$ cat config.mk
export PLATFORM = sky130hd
export DESIGN_NAME = i2c_rand_rd_seq
export DESIGN_NICKNAME = d
export VERILOG_FILES = /design/src/rtl/i2c_rand_rd_seq.sv
export SDC_FILE = /design/constraint.sdc
export NUM_CORES = 1
export LEC_CHECK = 0
export BUFFER_PORTS_ARGS = -buffer_cell sky130_fd_sc_hd__buf_2
export CORE_MARGIN = 2
export CORE_UTILIZATION = 45
export CTS_BUF_LIST = sky130_fd_sc_hd__clkbuf_4 sky130_fd_sc_hd__clkbuf_8
export CTS_CLUSTER_DIAMETER = 50
export DETAILED_ROUTE_END_ITERATION = 12
export GPL_TIMING_DRIVEN = 0
export PLACE_DENSITY = 0.77
export SYNTH_ARGS = -nofsm -noshare
export SYNTH_HDL_FRONTEND = slang
export SYNTH_SLANG_ARGS = --single-unit
$ cat constraint.sdc
create_clock -name clk -period 1.4 [get_ports clk]
set_input_delay 0.07 -clock clk [delete_from_list [all_inputs] [get_ports clk]]
set_output_delay 0.07 -clock clk [all_outputs]
set_load 0.02 [all_outputs]
$ cat src/rtl/i2c_rand_rd_seq.sv
module i2c_rand_rd_seq #(
  parameter int SLA_W = 7
) (
  input  logic             clk,
  input  logic             rst_n,
  input  logic             go_i,
  input  logic [SLA_W-1:0] slave_addr_i,
  input  logic [SLA_W:0]   word_addr_i,
  output logic             busy_o,
  output logic             done_o,
  output logic             err_o,
  output logic [SLA_W:0]   rdata_o,
  output logic             cmd_valid_o,
  output logic [2:0]       cmd_o,
  output logic [SLA_W:0]   cmd_wdata_o,
  output logic             cmd_nack_o,
  input  logic             cmd_done_i,
  input  logic             cmd_nack_i,
  input  logic [SLA_W:0]   cmd_rdata_i
);
  localparam int BW = SLA_W + 1;
  localparam logic [2:0] C_NONE = 3'd0, C_START = 3'd1, C_RSTART = 3'd2,
                         C_STOP = 3'd3, C_WRITE = 3'd4, C_READ = 3'd5;

  typedef enum logic [2:0] {
    ST_IDLE, ST_START, ST_WSLA, ST_WPTR, ST_RSTART, ST_RSLA, ST_READ, ST_STOP
  } st_t;

  st_t             st;
  logic [SLA_W-1:0] sla;
  logic [BW-1:0]   ptr;
  logic            abort;

  assign busy_o      = (st != ST_IDLE);
  assign cmd_valid_o = busy_o;
  assign cmd_nack_o  = (st == ST_READ);

  always_comb begin
    cmd_wdata_o = '0;
    case (st)
      ST_START:  cmd_o = C_START;
      ST_WSLA:   begin cmd_o = C_WRITE; cmd_wdata_o = {sla, 1'b0}; end
      ST_WPTR:   begin cmd_o = C_WRITE; cmd_wdata_o = ptr; end
      ST_RSTART: cmd_o = C_RSTART;
      ST_RSLA:   begin cmd_o = C_WRITE; cmd_wdata_o = {sla, 1'b1}; end
      ST_READ:   cmd_o = C_READ;
      ST_STOP:   cmd_o = C_STOP;
      default:   cmd_o = C_NONE;
    endcase
  end

  always_ff @(posedge clk) begin
    if (!rst_n) begin
      st      <= ST_IDLE;
      sla     <= '0;
      ptr     <= '0;
      abort   <= 1'b0;
      rdata_o <= '0;
      done_o  <= 1'b0;
      err_o   <= 1'b0;
    end else begin
      done_o <= 1'b0;
      err_o  <= 1'b0;
      if (st == ST_IDLE) begin
        if (go_i) begin
          sla   <= slave_addr_i;
          ptr   <= word_addr_i;
          abort <= 1'b0;
          st    <= ST_START;
        end
      end else if (cmd_done_i) begin
        case (st)
          ST_START:  st <= ST_WSLA;
          ST_WSLA:   if (cmd_nack_i) begin abort <= 1'b1; st <= ST_STOP; end
                     else st <= ST_WPTR;
          ST_WPTR:   if (cmd_nack_i) begin abort <= 1'b1; st <= ST_STOP; end
                     else st <= ST_RSTART;
          ST_RSTART: st <= ST_RSLA;
          ST_RSLA:   if (cmd_nack_i) begin abort <= 1'b1; st <= ST_STOP; end
                     else st <= ST_READ;
          ST_READ:   begin rdata_o <= cmd_rdata_i; st <= ST_STOP; end
          default:   begin done_o <= 1'b1; err_o <= abort; st <= ST_IDLE; end
        endcase
      end
    end
  end


  start_issue_chk: assert property (@(posedge clk) disable iff (!rst_n)
    (go_i && !busy_o) |=> (cmd_valid_o && cmd_o == C_START));

  cmd_hold_chk: assert property (@(posedge clk) disable iff (!rst_n)
    (cmd_valid_o && !cmd_done_i) |=> (cmd_valid_o && $stable(cmd_o) && $stable(cmd_wdata_o)));

  nack_stop_chk: assert property (@(posedge clk) disable iff (!rst_n)
    (cmd_valid_o && cmd_o == C_WRITE && cmd_done_i && cmd_nack_i) |=> (cmd_o == C_STOP));

  rd_nack_chk: assert property (@(posedge clk) disable iff (!rst_n)
    cmd_nack_o |-> (cmd_valid_o && cmd_o == C_READ));

  stop_done_chk: assert property (@(posedge clk) disable iff (!rst_n)
    (cmd_valid_o && cmd_o == C_STOP && cmd_done_i) |=> (done_o && !busy_o));

  done_pulse_chk: assert property (@(posedge clk) disable iff (!rst_n)
    done_o |=> !done_o);

  err_with_done_chk: assert property (@(posedge clk) disable iff (!rst_n)
    err_o |-> done_o);
endmodule

==> key figures <==
Synthesis
  • Count of warnings emitted by yosys: 0
  • Synth area leaders: dfxtp_1, nand2_1, a21oi_1
  • Yosys top cell area share: 0.419
  • Count leader, synth: nand2_1
  • Area of the mapped netlist: 1390 um^2
  • Post-synth top flop: dfxtp_1
  • Post-synthesis sequential area ratio: 0.419
  • Synth area leader: dfxtp_1
  • Syn Nets: 205
  • Post-synth EDFFs: 0
  • Unique masters post-synth: 31
  • Synth Area per Inst: 7.97 um^2
  • Top post-synthesis cells by count: nand2_1, dfxtp_1, a21oi_1
  • Fraction of registers with async set/reset: 0
  • Synth Instances: 174
  • #FFs+latches synth: 29

Power
  • LEAKAGE: 0.988 nW
  • Switching power: 0.000593 W
  • Power Density: 861 nW/um^2
  • Switching share of power: 0.296
  • Sequential fraction of design power: 0.455
  • Comb pwr share: 0.254
  • Internal power: 0.00141 W
  • Max VDD drop: 544 uV
  • Overall Power: 0.00201 W
  • Clock network power share: 0.291

Detailed routing
  • DR top layer: met4
  • Final WL: 4030 um
  • Initial DRC count: 42
  • Via Count: 1542
  • Met2 WL: 2030 um
  • DR pass1 iterations: 4
  • Via/cell ratio: 5.12
  • Met3 Routed Length: 178 um
  • DR WL/cell: 13.4 um
  • Remaining antenna violation count: 0
  • Met1 Routed Length: 1820 um
  • # DRC: 0

Floorplan
  • Core Rows: 20
  • Full die area: 3540 um^2
  • Core ar.: 3000 um^2
  • Die X: 59.5 um
  • Ports: 52
  • Die Ht: 59.5 um
  • Starting Density: 0.462

Cells and area
  • Antenna Cells: 0
  • Syn-to-layout area delta: 68.1%
  • Post-Layout Inst Area: 2330 um^2
  • Register area: 592 um^2
  • Multi-input gate area: 817 um^2
  • Filler instances: 202
  • Fin nets: 298
  • Final Util: 0.776
  • Share of layout cells above drive strength 1: 0.392

Placement
  • Port bufs: 50
  • Detailed Place HPWL: 2150 um
  • Gpl congestion: 0.792
  • Placed instance area: 1690 um^2

Outcome
  • Failing checks: setup timing
  • Status: finished, violations left

Global routing
  • GR Overflow Total: 0
  • First-pass GRT wire length: 6380 um
  • Antenna violations before repair: 0
  • Largest net degree at the start of global routing: 11
  • Gr usage total: 0.241
  • Vias in the first global route: 1500

Worst setup path
  • Critical Path Fanout Max: 10
  • Critical Path Start Type: flop
  • Worst setup path class: flop to flop
  • CP arrival: 1.78 ns
  • CP Capture Type: flop
  • CP required: 1.59 ns

Clock tree
  • Total CTS buffers: 5
  • TritonCTS clock tree: built
  • Clock-pin slew on the worst setup and hold paths: 0.09 ns
  • Worst skew pair latency: 0.32 ns
  • Root Driver: clkbuf_4
  • Max clock buf depth: 2
  • H-Tree Depth: 2
  • Clock Sinks: 29

Timing
  • Worst Clk Skew: 0.00907 ns
  • Final worst setup slack: -0.192 ns
  • Max-slew violations: 0
  • Fmax: 628 MHz
  • Tcrit/Tclk final: 1.14
  • Setup-failing EPs final: 29
  • Final min period: 1.59 ns
  • Final Hold Violating Endpoints: 0
  • Worst slew pin tran: 0.423 ns
  • RSZ-0062 raised after global routing: true
  • Max-slew headroom: 0.718

Min path
  • Hold Path Class: primary input to flop

Job
  • Number of max-cap violations: 0
timing repair:
item	in CTS	in global routing
resized for setup	50	9
hold buffers	24	0
cloned	1	0
endpoints found under the hold margin	24	0
pin swaps	1	0
setup endpoints to repair	35	32
setup buffers	10	1
area by class of cell:
cell class                      instances  area share
Sequential cell                        29       0.254
Multi-Input combinational cell        126       0.351
Tap cell                               33      0.0177
Buffer                                 13      0.0467
Timing Repair Buffer                   86       0.287
Clock inverter                          1     0.00215
Clock buffer                            7      0.0279
Inverter                                6      0.0134
metal layers:
| layer | vias up | track usage |
|---|---|---|
| li1 | 788 | - |
| met1 | 711 | 0.267 |
| met2 | 41 | 0.436 |
| met3 | 2 | 0.0655 |
| met4 | 0 | 0.0889 |
| met5 | - | 0 |
layout by cell type (no fill, tap or decap), types with 2 or more instances in the layout:
cell / synthesis / final
a211oi_1: 3 / 3
a21oi_1: 26 / 26
a22oi_1: 7 / 3
a22oi_2: 0 / 4
and3b_1: 3 / 3
buf_2: 6 / 38
buf_4: 1 / 18
buf_6: 1 / 12
clkbuf_1: 4 / 3
clkbuf_4: 0 / 5
clkbuf_8: 0 / 3
clkinv_2: 0 / 2
clkinvlp_4: 0 / 2
dfxtp_1: 29 / 26
dfxtp_4: 0 / 3
dlygate4sd3_1: 0 / 24
ha_1: 3 / 3
inv_1: 4 / 2
nand2_1: 51 / 51
nand4b_1: 2 / 2
nor2_1: 4 / 3
nor2b_1: 3 / 2
nor3_4: 0 / 2
o211ai_1: 2 / 2
o21ai_0: 3 / 2
o2bb2ai_2: 0 / 7
flip-flops by register name, summed over array words and instances (netlist names):
| signal | flops |
|---|---|
| ptr | 8 |
| rdata_o | 8 |
| sla | 7 |
| st | 3 |
| abort | 1 |
| done_o | 1 |
| err_o | 1 |
power by group through the flow:
stage	Clock, W	Sequential [W]	Combinational (W)
3_5_place_dp	0	0.000924	0.000341
6_report	0.000585	0.000913	0.000509
3_3_place_gp	0	0.000924	0.000339
4_1_cts	0.000589	0.000908	0.000481
2_1_floorplan	0	0.000918	0.000238
5_1_grt	0.000650	0.000918	0.000552
worst max-delay path, stage by stage (launching register included):
cell and delay [ns]:
dfxtp_4 0.38, buf_4 0.14, or4b_1 0.54, buf_6 0.16
buf_6 0.13, nand2_1 0.06, a21oi_1 0.05
through the flow:
stage	std cells	hold WS (ns)	setup slack [ns]	TNS, ns
detailed placement	257	0.316	-0.259	-3.53
floorplan	174	0.206	-0.0333	-0.0818
global placement	257	0.313	-0.271	-3.49
global route	301	0.106	-0.271	-6.10
finish	301	0.123	-0.192	-3.93
CTS	300	0.101	-0.159	-3.11
cells by family after synthesis:
family | after synthesis | share of synthesized area
simple gates | 70 | 0.245
compound gates | 51 | 0.230
flops | 29 | 0.419
buf+inv | 19 | 0.0659
fa+ha+maj | 3 | 0.0271
xor+xnor | 2 | 0.0126
path summary, 6_finish.rpt:
kind              start    endpoint  slack (ns)  depth (start not counted)
max               st[1]      ptr[4]       -0.19                          6
min reg2reg  rdata_o[7]  rdata_o[7]        0.46                          2
max reg2reg       st[1]      ptr[4]       -0.19                          6
min          cmd_nack_i       abort        0.12                          3
No activity file was read; power rests on OpenSTA's default activity.
